===== config.mk =====
export PLATFORM = sky130hd
export DESIGN_NAME = irq_take_ctrl
export DESIGN_NICKNAME = d
export VERILOG_FILES = /design/src/rtl/irq_take_pkg.sv /design/src/rtl/irq_route.sv /design/src/rtl/irq_prio_pick.sv /design/src/rtl/irq_take_ctrl.sv
export SDC_FILE = /design/constraint.sdc
export NUM_CORES = 1
export LEC_CHECK = 0
export ABC_AREA = 1
export BUFFER_PORTS_ARGS = -buffer_cell sky130_fd_sc_hd__buf_2
export CAP_MARGIN = 40
export CELL_PAD_IN_SITES_DETAIL_PLACEMENT = 1
export CELL_PAD_IN_SITES_GLOBAL_PLACEMENT = 1
export CORE_UTILIZATION = 19
export DETAILED_ROUTE_END_ITERATION = 10
export GPL_TIMING_DRIVEN = 0
export PLACE_DENSITY_LB_ADDON = 0.1
export SYNTH_ARGS = -nofsm -noshare
export SYNTH_HDL_FRONTEND = slang
export SYNTH_SLANG_ARGS = --single-unit

===== constraint.sdc =====
create_clock -name clk_i -period 1.2 [get_ports clk_i]
set_input_delay 0.06 -clock clk_i [delete_from_list [all_inputs] [get_ports clk_i]]
set_output_delay 0.06 -clock clk_i [all_outputs]
set_load 0.02 [all_outputs]

===== src/rtl/irq_take_pkg.sv =====
package irq_take_pkg;

  typedef enum logic [1:0] {
    PRIV_U    = 2'd0,
    PRIV_S    = 2'd1,
    PRIV_RSVD = 2'd2,
    PRIV_M    = 2'd3
  } priv_e;

  localparam int NUM_PRIO = 6;

  // rank 0 is highest priority
  function automatic int prio_cause(input int rank);
    case (rank)
      0:       return 11;
      1:       return 9;
      2:       return 3;
      3:       return 1;
      4:       return 7;
      default: return 5;
    endcase
  endfunction

  function automatic bit is_std_cause(input int c);
    for (int k = 0; k < NUM_PRIO; k++) begin
      if (prio_cause(k) == c) return 1'b1;
    end
    return 1'b0;
  endfunction

  // reserved encoding ranks as machine
  function automatic logic is_m_rank(input logic [1:0] p);
    return p[1];
  endfunction

endpackage


===== src/rtl/irq_route.sv =====
module irq_route
  import irq_take_pkg::*;
#(
  parameter int NUM_CAUSES = 16
) (
  input  logic [1:0]            priv_i,
  input  logic                  mie_i,
  input  logic                  sie_i,
  input  logic [NUM_CAUSES-1:0] pend_i,
  input  logic [NUM_CAUSES-1:0] en_i,
  input  logic [NUM_CAUSES-1:0] deleg_i,
  output logic [NUM_CAUSES-1:0] m_elig_o,
  output logic [NUM_CAUSES-1:0] s_elig_o
);

  logic cur_m;
  logic cur_s;
  logic m_gate;
  logic s_gate;

  assign cur_m  = is_m_rank(priv_i);
  assign cur_s  = (priv_i == PRIV_S);
  // same mode: use own enable; higher target: always on; lower target: off
  assign m_gate = cur_m ? mie_i : 1'b1;
  assign s_gate = cur_m ? 1'b0 : (cur_s ? sie_i : 1'b1);

  for (genvar c = 0; c < NUM_CAUSES; c++) begin : g_cause
    if (is_std_cause(c)) begin : g_std
      logic cand;
      assign cand        = pend_i[c] & en_i[c];
      assign m_elig_o[c] = cand & ~deleg_i[c] & m_gate;
      assign s_elig_o[c] = cand &  deleg_i[c] & s_gate;
    end else begin : g_nonstd
      assign m_elig_o[c] = 1'b0;
      assign s_elig_o[c] = 1'b0;
    end
  end

endmodule


===== src/rtl/irq_prio_pick.sv =====
module irq_prio_pick
  import irq_take_pkg::*;
#(
  parameter int NUM_CAUSES = 16,
  localparam int CAUSE_W   = $clog2(NUM_CAUSES)
) (
  input  logic [NUM_CAUSES-1:0] elig_i,
  output logic                  hit_o,
  output logic [CAUSE_W-1:0]    cause_o
);

  logic [NUM_PRIO-1:0] req;

  for (genvar k = 0; k < NUM_PRIO; k++) begin : g_req
    assign req[k] = elig_i[prio_cause(k)];
  end

  always_comb begin
    hit_o   = 1'b0;
    cause_o = '0;
    for (int k = NUM_PRIO - 1; k >= 0; k--) begin
      if (req[k]) begin
        hit_o   = 1'b1;
        cause_o = CAUSE_W'(prio_cause(k));
      end
    end
  end

endmodule


===== src/rtl/irq_take_ctrl.sv =====
module irq_take_ctrl
  import irq_take_pkg::*;
#(
  parameter int NUM_CAUSES = 16,
  localparam int CAUSE_W   = $clog2(NUM_CAUSES)
) (
  input  logic                  clk_i,
  input  logic                  rst_ni,
  input  logic [1:0]            priv_i,
  input  logic                  mie_i,
  input  logic                  sie_i,
  input  logic [NUM_CAUSES-1:0] pend_i,
  input  logic [NUM_CAUSES-1:0] en_i,
  input  logic [NUM_CAUSES-1:0] deleg_i,
  output logic                  take_o,
  output logic [1:0]            tgt_mode_o,
  output logic [CAUSE_W-1:0]    cause_o
);

  logic [NUM_CAUSES-1:0] m_elig;
  logic [NUM_CAUSES-1:0] s_elig;
  logic                  m_hit;
  logic                  s_hit;
  logic [CAUSE_W-1:0]    m_cause;
  logic [CAUSE_W-1:0]    s_cause;
  logic                  take_d;
  logic [1:0]            tgt_d;
  logic [CAUSE_W-1:0]    cause_d;

  irq_route #(.NUM_CAUSES(NUM_CAUSES)) route_i (
    .priv_i   (priv_i),
    .mie_i    (mie_i),
    .sie_i    (sie_i),
    .pend_i   (pend_i),
    .en_i     (en_i),
    .deleg_i  (deleg_i),
    .m_elig_o (m_elig),
    .s_elig_o (s_elig)
  );

  irq_prio_pick #(.NUM_CAUSES(NUM_CAUSES)) pick_m_i (
    .elig_i  (m_elig),
    .hit_o   (m_hit),
    .cause_o (m_cause)
  );

  irq_prio_pick #(.NUM_CAUSES(NUM_CAUSES)) pick_s_i (
    .elig_i  (s_elig),
    .hit_o   (s_hit),
    .cause_o (s_cause)
  );

  // machine-targeted winner takes precedence
  always_comb begin
    take_d  = 1'b0;
    tgt_d   = PRIV_U;
    cause_d = '0;
    if (m_hit) begin
      take_d  = 1'b1;
      tgt_d   = PRIV_M;
      cause_d = m_cause;
    end else if (s_hit) begin
      take_d  = 1'b1;
      tgt_d   = PRIV_S;
      cause_d = s_cause;
    end
  end

  always_ff @(posedge clk_i or negedge rst_ni) begin
    if (!rst_ni) begin
      take_o     <= 1'b0;
      tgt_mode_o <= PRIV_U;
      cause_o    <= '0;
    end else begin
      take_o     <= take_d;
      tgt_mode_o <= tgt_d;
      cause_o    <= cause_d;
    end
  end

  AST_IDLE_ZERO: assert property (@(posedge clk_i) disable iff (!rst_ni)
    !take_o |-> (cause_o == '0 && tgt_mode_o == PRIV_U));

  AST_TAKE_HAS_SOURCE: assert property (@(posedge clk_i) disable iff (!rst_ni)
    take_o |-> ((($past(pend_i) & $past(en_i)) >> cause_o) & NUM_CAUSES'(1)) != '0);

  AST_ROUTE_MATCH: assert property (@(posedge clk_i) disable iff (!rst_ni)
    take_o |-> ((((($past(deleg_i) >> cause_o) & NUM_CAUSES'(1)) != '0) ? PRIV_S : PRIV_M)
                == tgt_mode_o));

  AST_M_SAME_NEEDS_MIE: assert property (@(posedge clk_i) disable iff (!rst_ni)
    (take_o && tgt_mode_o == PRIV_M && $past(priv_i[1])) |-> $past(mie_i));

  AST_S_SAME_NEEDS_SIE: assert property (@(posedge clk_i) disable iff (!rst_ni)
    (take_o && tgt_mode_o == PRIV_S && $past(priv_i) == PRIV_S) |-> $past(sie_i));

  AST_NO_LOWER_TARGET: assert property (@(posedge clk_i) disable iff (!rst_ni)
    (take_o && $past(priv_i[1])) |-> tgt_mode_o == PRIV_M);

  AST_HIGHER_ALWAYS: assert property (@(posedge clk_i) disable iff (!rst_ni)
    (!priv_i[1] && pend_i[11] && en_i[11] && !deleg_i[11])
    |=> (take_o && tgt_mode_o == PRIV_M && cause_o == CAUSE_W'(11)));

endmodule


==> impl_summary.log, run 1 <==
[metrics] Total Power: 0.6276 mW
[metrics] IO Pins: a little over 60
[metrics] routability congestion estimate: about 0.7
[metrics] number of sinks on the clock net: 6
[metrics] vias per cell: 4.107
[metrics] origin of the worst setup path: take_o
[metrics] dominant cell type by area after synthesis: dfrtp_1
[metrics] RSZ-0062 raised after global routing: false
[metrics] filler cell count in the final layout: 323
[metrics] DIE AREA: 0.002747 sq mm
[metrics] H-tree levels: 1
[metrics] number of detailed-routing iterations run before antenna repair: 4
[metrics] run status: complete, no violations
[metrics] largest buffer count on any clock path: 2
[metrics] arrival time worst endpoint: 860 ps
[metrics] total via count after detailed routing: 575
[metrics] drt wl/cell: around 9 microns
[metrics] global-route wire length before repair: 2132 microns
[metrics] die height: roughly 52 microns
[metrics] Max-Slew Margin vs Limit: 0.8127
[metrics] PwrDens: 895.7 mW/mm^2
[metrics] highest ir drop seen on vdd: 0.0003558 V
[metrics] width of the die: 52.42 microns
[metrics] mapped cell area: about 480 sq um
[metrics] count of endpoints failing setup in the final report: 0
[metrics] share of post-route cells with drive strength above 1: 0.3839
[metrics] Worst Tran Pin Value: 278.0 ps
[metrics] data required time of the critical path: 1140 ps
[metrics] number of antenna violations at the first check in global routing: 0
[metrics] kind of end point of the critical path: output port
[metrics] GRT Util Overall: 0.1020
[metrics] Fmax achieved: 1082 MHz
[metrics] number of flip-flops and latches in the synthesized netlist: 6
[metrics] syn nets: 132
[metrics] max_cap viols: 0
[metrics] startpoint kind of the worst setup timing path: flip-flop
[metrics] minimum hold slack: 172.2 ps
[metrics] number of buffers inserted during clock tree synthesis: 3
[metrics] drt first-iter violations: 2
[metrics] Final Hold Viols: 0
[metrics] number of pins exceeding their max-slew limit in the final report: 0
[metrics] core footprint: 0.002297 sq mm
[metrics] number of antenna repair diodes: 0
[metrics] TritonCTS clock tree: done
[metrics] count of cells resized by post-cts repair: 0
[metrics] uppermost metal layer occupied by signal nets: met3
[metrics] minimum clock period after layout: 924.5 ps
[metrics] number of global-route vias before repair: around 560
[metrics] number of instances in the synthesized netlist: 78
[metrics] clock slew at the register clock pins of the worst setup and hold paths: 40 ps
[metrics] HPWL after detailed placement: 1155 microns
[metrics] final sum of negative setup slack: 0 ps
[metrics] Synth top area share: 0.3109
[metrics] met3 routed wirelength: 72 microns
[metrics] DRC Markers: 0
[metrics] largest cells by area after synthesis: dfrtp_1 31%, nand2_1 20%, inv_1 7.8%, nor2_1 7.8%, nand3_1 7.3%
[metrics] Setup Crit Path Kind: flip-flop to output port
[metrics] largest net degree at the start of global routing: 9
[metrics] leakage power of the design: roughly 0.43 nW
[metrics] number of placement rows: 17
[metrics] clock tree root buffer cell: clkbuf_4
[metrics] Final nets: between 150 and 200
[metrics] Yosys warning count: 0
[metrics] total wirelength of the detailed-routed design: 1224 microns
[metrics] distinct cell type count of the synthesized netlist: 18
[metrics] Synth Area per Inst: 6.192 sq um
[metrics] Post-Route M1 WL: between 500 and 600 microns
[metrics] Seq/Total Area, Yosys: 0.3109
[metrics] final antenna-violating net count: 0
[metrics] path class of the lowest-slack min-delay path: input pin to async pin
[metrics] largest driver fanout on the critical path: 2
[metrics] post-synthesis to final-layout area growth: 45.08%
[metrics] Met2 Routed Length: about 600 microns
[metrics] Starting Density: 0.2102
[metrics] PortBufs: 30
[metrics] total congestion overflow after global routing: 0
[metrics] crit path capture: tgt_mode_o[0]
[metrics] final clock period utilization by the worst path: 0.7704
[how the worst min path moves through the flow]
stage | startpoint | end | cells after the start
finish | rst_ni | cause_o[1] | 2
global route | rst_ni | cause_o[0] | 2
CTS | rst_ni | cause_o[1] | 2
detailed placement | rst_ni | cause_o[1] | 1
global placement | rst_ni | cause_o[3] | 1
floorplan | rst_ni | cause_o[0] | 0
[placed cells by master (no fill, tap or decap), drive strengths merged]
cell          n
nand4         1
or2           2
dlygate4sd3   1
clkbuf        3
o21ai         3
nand3         8
nand2        30
o211ai        1
dfrtp         6
a21boi        1
a21oi         3
inv          11
nor2         11
buf          31
[synth_stat cells (all sizes together)]
cell and instances:
nand3 8, inv 11, nor2 11, nand4 1
a21oi 3, o21ai 3, or2 2, dfrtp 6
nand2 30, buf 1, a21boi 1, o211ai 1
[metrics by stage]
step                setup WS (ps)  area, sq um  utilization  instances
finish                      275.5        700.7       0.3050        140
global route                250.2        700.7       0.3050        140
CTS                         262.6        700.7       0.3050        140
detailed placement          251.6        668.1       0.2909        136
global placement            263.2        668.1       0.2909        136
floorplan                   482.3        483.0            -         78
[power breakdown]
group / internal, mW / switching, mW / total [mW]
logic: 0.0886 / 0.131 / 0.220
clock network: 0.112 / 0.0624 / 0.175
registers: 0.227 / 0.00589 / 0.233
total: 0.428 / 0.199 / 0.628
[cells by family after synthesis]
logic type | Yosys count | share of synthesized area
buffers and inverters | 12 | 0.1010
AOI/OAI and AO/OA | 8 | 0.1010
and+or+nand+nor | 52 | 0.4871
DFF | 6 | 0.3109
[registers in the layout, summed over array words and instances (netlist names)]
name        flops
tgt_mode_o      1
cause_o         4
take_o          1
[critical path: stages, from the launching register on]
cell and delay [ps]:
dfrtp_1 360, buf_4 120, buf_2 140
[timing repair]
action	4_1_cts	5_1_grt
setup buffers	0	0
hold endpoints to repair	6	0
hold buffers	1	0
[metal layers]
layer  GRT usage  up-vias
li1            -      309
met1      0.1194      247
met2      0.1878       19
met3    0.008696        0
met4     0.03947        0
met5           0        -
[layout make-up]
cell class | instances | area [sq um] | area share
multi-input cells | 60 | 284.0 | 0.4054
repair buffers | 31 | 160.2 | 0.2286
flip-flops and latches | 6 | 150.1 | 0.2143
inverters | 11 | 41.29 | 0.05893
well taps | 28 | 35.03 | 0.05000
clock buffers | 3 | 22.52 | 0.03214
plain buffers | 1 | 7.507 | 0.01071
No activity file was read; power rests on OpenSTA's default activity.
==> run 2, diff against run 1 <==
- CORE_UTILIZATION: 19 -> 16
- clock period: 1.2 -> 0.8 ns (I/O delays scaled with it)
==> run 2 against run 1 <==
  * The flow now finishes with violations (design-rule violations, negative setup slack)
  * First-iteration DRC count grew to 3.0 times the previous value
  * Flip-flop and latch count is the same
  * Global-route usage is 1.1 points lower
  * Cell count rose by 2.1%
  * Via count decreased by 1.2%
  * Sequential share of layout area decreased by 1.2 points
==> impl_summary.log, run 2 (same netlist as run 1, synthesis figures left out) <==
[metrics] largest buffer count on any clock path: 2
[metrics] DIE AREA: 0.003242 sq mm
[metrics] crit-path cells: buf_6 > buf_6
[metrics] path class of the lowest-slack min-delay path: input pin to async pin
[metrics] number of antenna repair diodes: 0
[metrics] Setup WS post-layout: -77.30 ps
[metrics] Total Power: slightly below 1 mW
[metrics] number of placement rows: 19
[metrics] TritonCTS clock tree: done
[metrics] clock tree root buffer cell: clkbuf_4
[metrics] largest registers: cause_o x4, take_o x1, tgt_mode_o x1
[metrics] max_cap viols: 0
[metrics] H-tree levels: 1
[metrics] buffer and inverter count on the worst path: 2
[metrics] met1 Resource Use GR: 0.1058
[metrics] RSZ-0062 raised after global routing: true
[metrics] Fmax achieved: 1140 MHz
[metrics] Starting Density: 0.1722
[metrics] area occupied by registers: 150.1 sq um
[metrics] IO Pins: a little over 60
[metrics] core footprint: 0.002805 sq mm
[metrics] combinational fraction of design power: 0.376
[metrics] most used cells in the layout excluding fill and tap cells: 26 x nand2_1, 25 x buf_2, 10 x inv_1
[metrics] fraction of power consumed by sequential logic: 0.359
[metrics] clock slew at the register clock pins of the worst setup and hold paths: ~40 ps
[metrics] Max-Slew Margin vs Limit: 0.8367
[metrics] routability congestion estimate: between 0.6 and 0.7
[metrics] global-route wire length before repair: 2318 microns
[metrics] total congestion overflow after global routing: 0
[metrics] most common cell after layout, fill and taps aside: nand2_1
[metrics] kind of end point of the critical path: output port
[metrics] filler cell count in the final layout: 373
[metrics] Post-CTS Setup Repair Bufs: 0
[metrics] count of endpoints failing setup in the final report: 2
[metrics] utilization after layout: 0.2645
[metrics] Worst Tran Pin Value: roughly 240 ps
[metrics] die height: 56.94 microns
[metrics] GR Util met2: 0.1630
[metrics] GRT Util Overall: 0.09078
[metrics] Most flops, register: cause_o
[metrics] placed cells: around 140
[metrics] arrival time worst endpoint: 840 ps
[metrics] family with the most delay on the worst path: flip-flops
[metrics] GR Util met3: 0.01361
[metrics] post-synthesis to final-layout area growth: 53.63%
[metrics] total wirelength of the detailed-routed design: 1219 microns
[metrics] final clock period utilization by the worst path: 1.097
[metrics] drt first-iter violations: 6
[metrics] HPWL after detailed placement: 1152 microns
[metrics] number of buffers inserted during clock tree synthesis: 3
[metrics] number of sinks on the clock net: 6
[metrics] cell repeated most along the worst path: buf_6
[metrics] largest net degree at the start of global routing: 9
[metrics] leakage power of the design: around 0.44 nW
[metrics] run status: finished, violations left
[metrics] PwrDens: ~1300 mW/mm^2
[metrics] violated checks: design-rule violations, negative setup slack
[metrics] number of flip-flops under the largest register name: 4
[metrics] total via count after detailed routing: 568
[metrics] width of the die: 56.94 microns
[metrics] final antenna-violating net count: 0
[metrics] highest ir drop seen on vdd: ~0.00028 V
[metrics] dpl ws: -145.5 ps
[metrics] relative contribution of the clock network to total power: 0.266
[metrics] minimum clock period after layout: 877.3 ps
[metrics] PortBufs: 30
[metrics] Net Switching: between 0.3 and 0.4 mW
[metrics] Setup Crit Path Kind: flip-flop to output port
[metrics] switching part of the total power: 0.3110
[metrics] number of antenna violations at the first check in global routing: 0
[metrics] vias per cell: just under 4
[metrics] DRC Markers: 3
[metrics] Final nets: 168
[metrics] number of standard cells in the final layout excluding fillers: 143
[metrics] drt wl/cell: ~8.5 microns
[metrics] busiest metal layer after global routing: met2
[metrics] cell type of the slowest stage on the worst timing path: dfrtp_1
[metrics] Final Hold Viols: 0
[metrics] Int Pwr: 0.6841 mW
[metrics] number of detailed-routing iterations run before antenna repair: 8
[metrics] number of pins exceeding their max-slew limit in the final report: 0
[metrics] startpoint kind of the worst setup timing path: flip-flop
[metrics] CP peak stage delay: around 370 ps
[metrics] largest driver fanout on the critical path: 2
[metrics] number of global-route vias before repair: 617
[metrics] data required time of the critical path: between 700 and 800 ps
[metrics] share of post-route cells with drive strength above 1: 0.3929
[metrics] combined area of the multi-input logic cells: 286.5 sq um
run 2: cell counts in the layout (fill, tap and decap cells not counted):
No cell type changed its count.
run 2: power by group through the flow:
stage               clock, mW  sequential, mW  combinational, mW
detailed placement          0           0.353              0.333
global route            0.307           0.359              0.420
floorplan                   0           0.405              0.143
CTS                     0.281           0.351              0.352
global placement            0           0.353              0.328
finish                  0.264           0.356              0.373
run 2: timing repair:
| action | 4_1_cts | 5_1_grt |
|---|---|---|
| gates resized for setup | 3 | 9 |
| hold endpoints to repair | 6 | 0 |
| hold buffers | 1 | 0 |
| cloned | 0 | 0 |
| endpoints found under the setup margin | 2 | 7 |
run 2: final timing paths:
path | end | startpoint | depth (start not counted) | slack, ps
min in group clk_i | cause_o[3] | deleg_i[9] | 4 | 190
hold / removal | cause_o[2] | rst_ni | 2 | 150
max in group asynchronous | cause_o[1] | rst_ni | 2 | 510
setup / recovery | tgt_mode_o[0] | take_o | 2 | -80
run 2: layout make-up:
cell class | count | share of cell area
multi-input combinational | 60 | 0.3862
timing repair buffer | 31 | 0.2580
sequential | 6 | 0.2024
inverter | 11 | 0.05565
tap | 31 | 0.05228
clock buffer | 3 | 0.03035
buffer | 1 | 0.01518
run 2: through the flow:
| step | area (sq um) | hold WS (ps) | setup TNS (ps) |
|---|---|---|---|
| after global placement | 671.9 | -135.8 | -641.3 |
| after floorplan | 483.0 | -255.6 | 0 |
| after CTS | 714.4 | 149.0 | -109.0 |
| final | 742.0 | 150.5 | -86.00 |
| after detailed placement | 671.9 | -131.0 | -666.7 |
| after global routing | 742.0 | 149.6 | -194.7 |
run 2: metal layers:
| layer | up-vias | routed length [microns] |
|---|---|---|
| met5 | - | 0 |
| met4 | 0 | 0 |
| met3 | 0 | 55 |
| met2 | 17 | 601 |
| met1 | 241 | 562 |
| li1 | 310 | - |
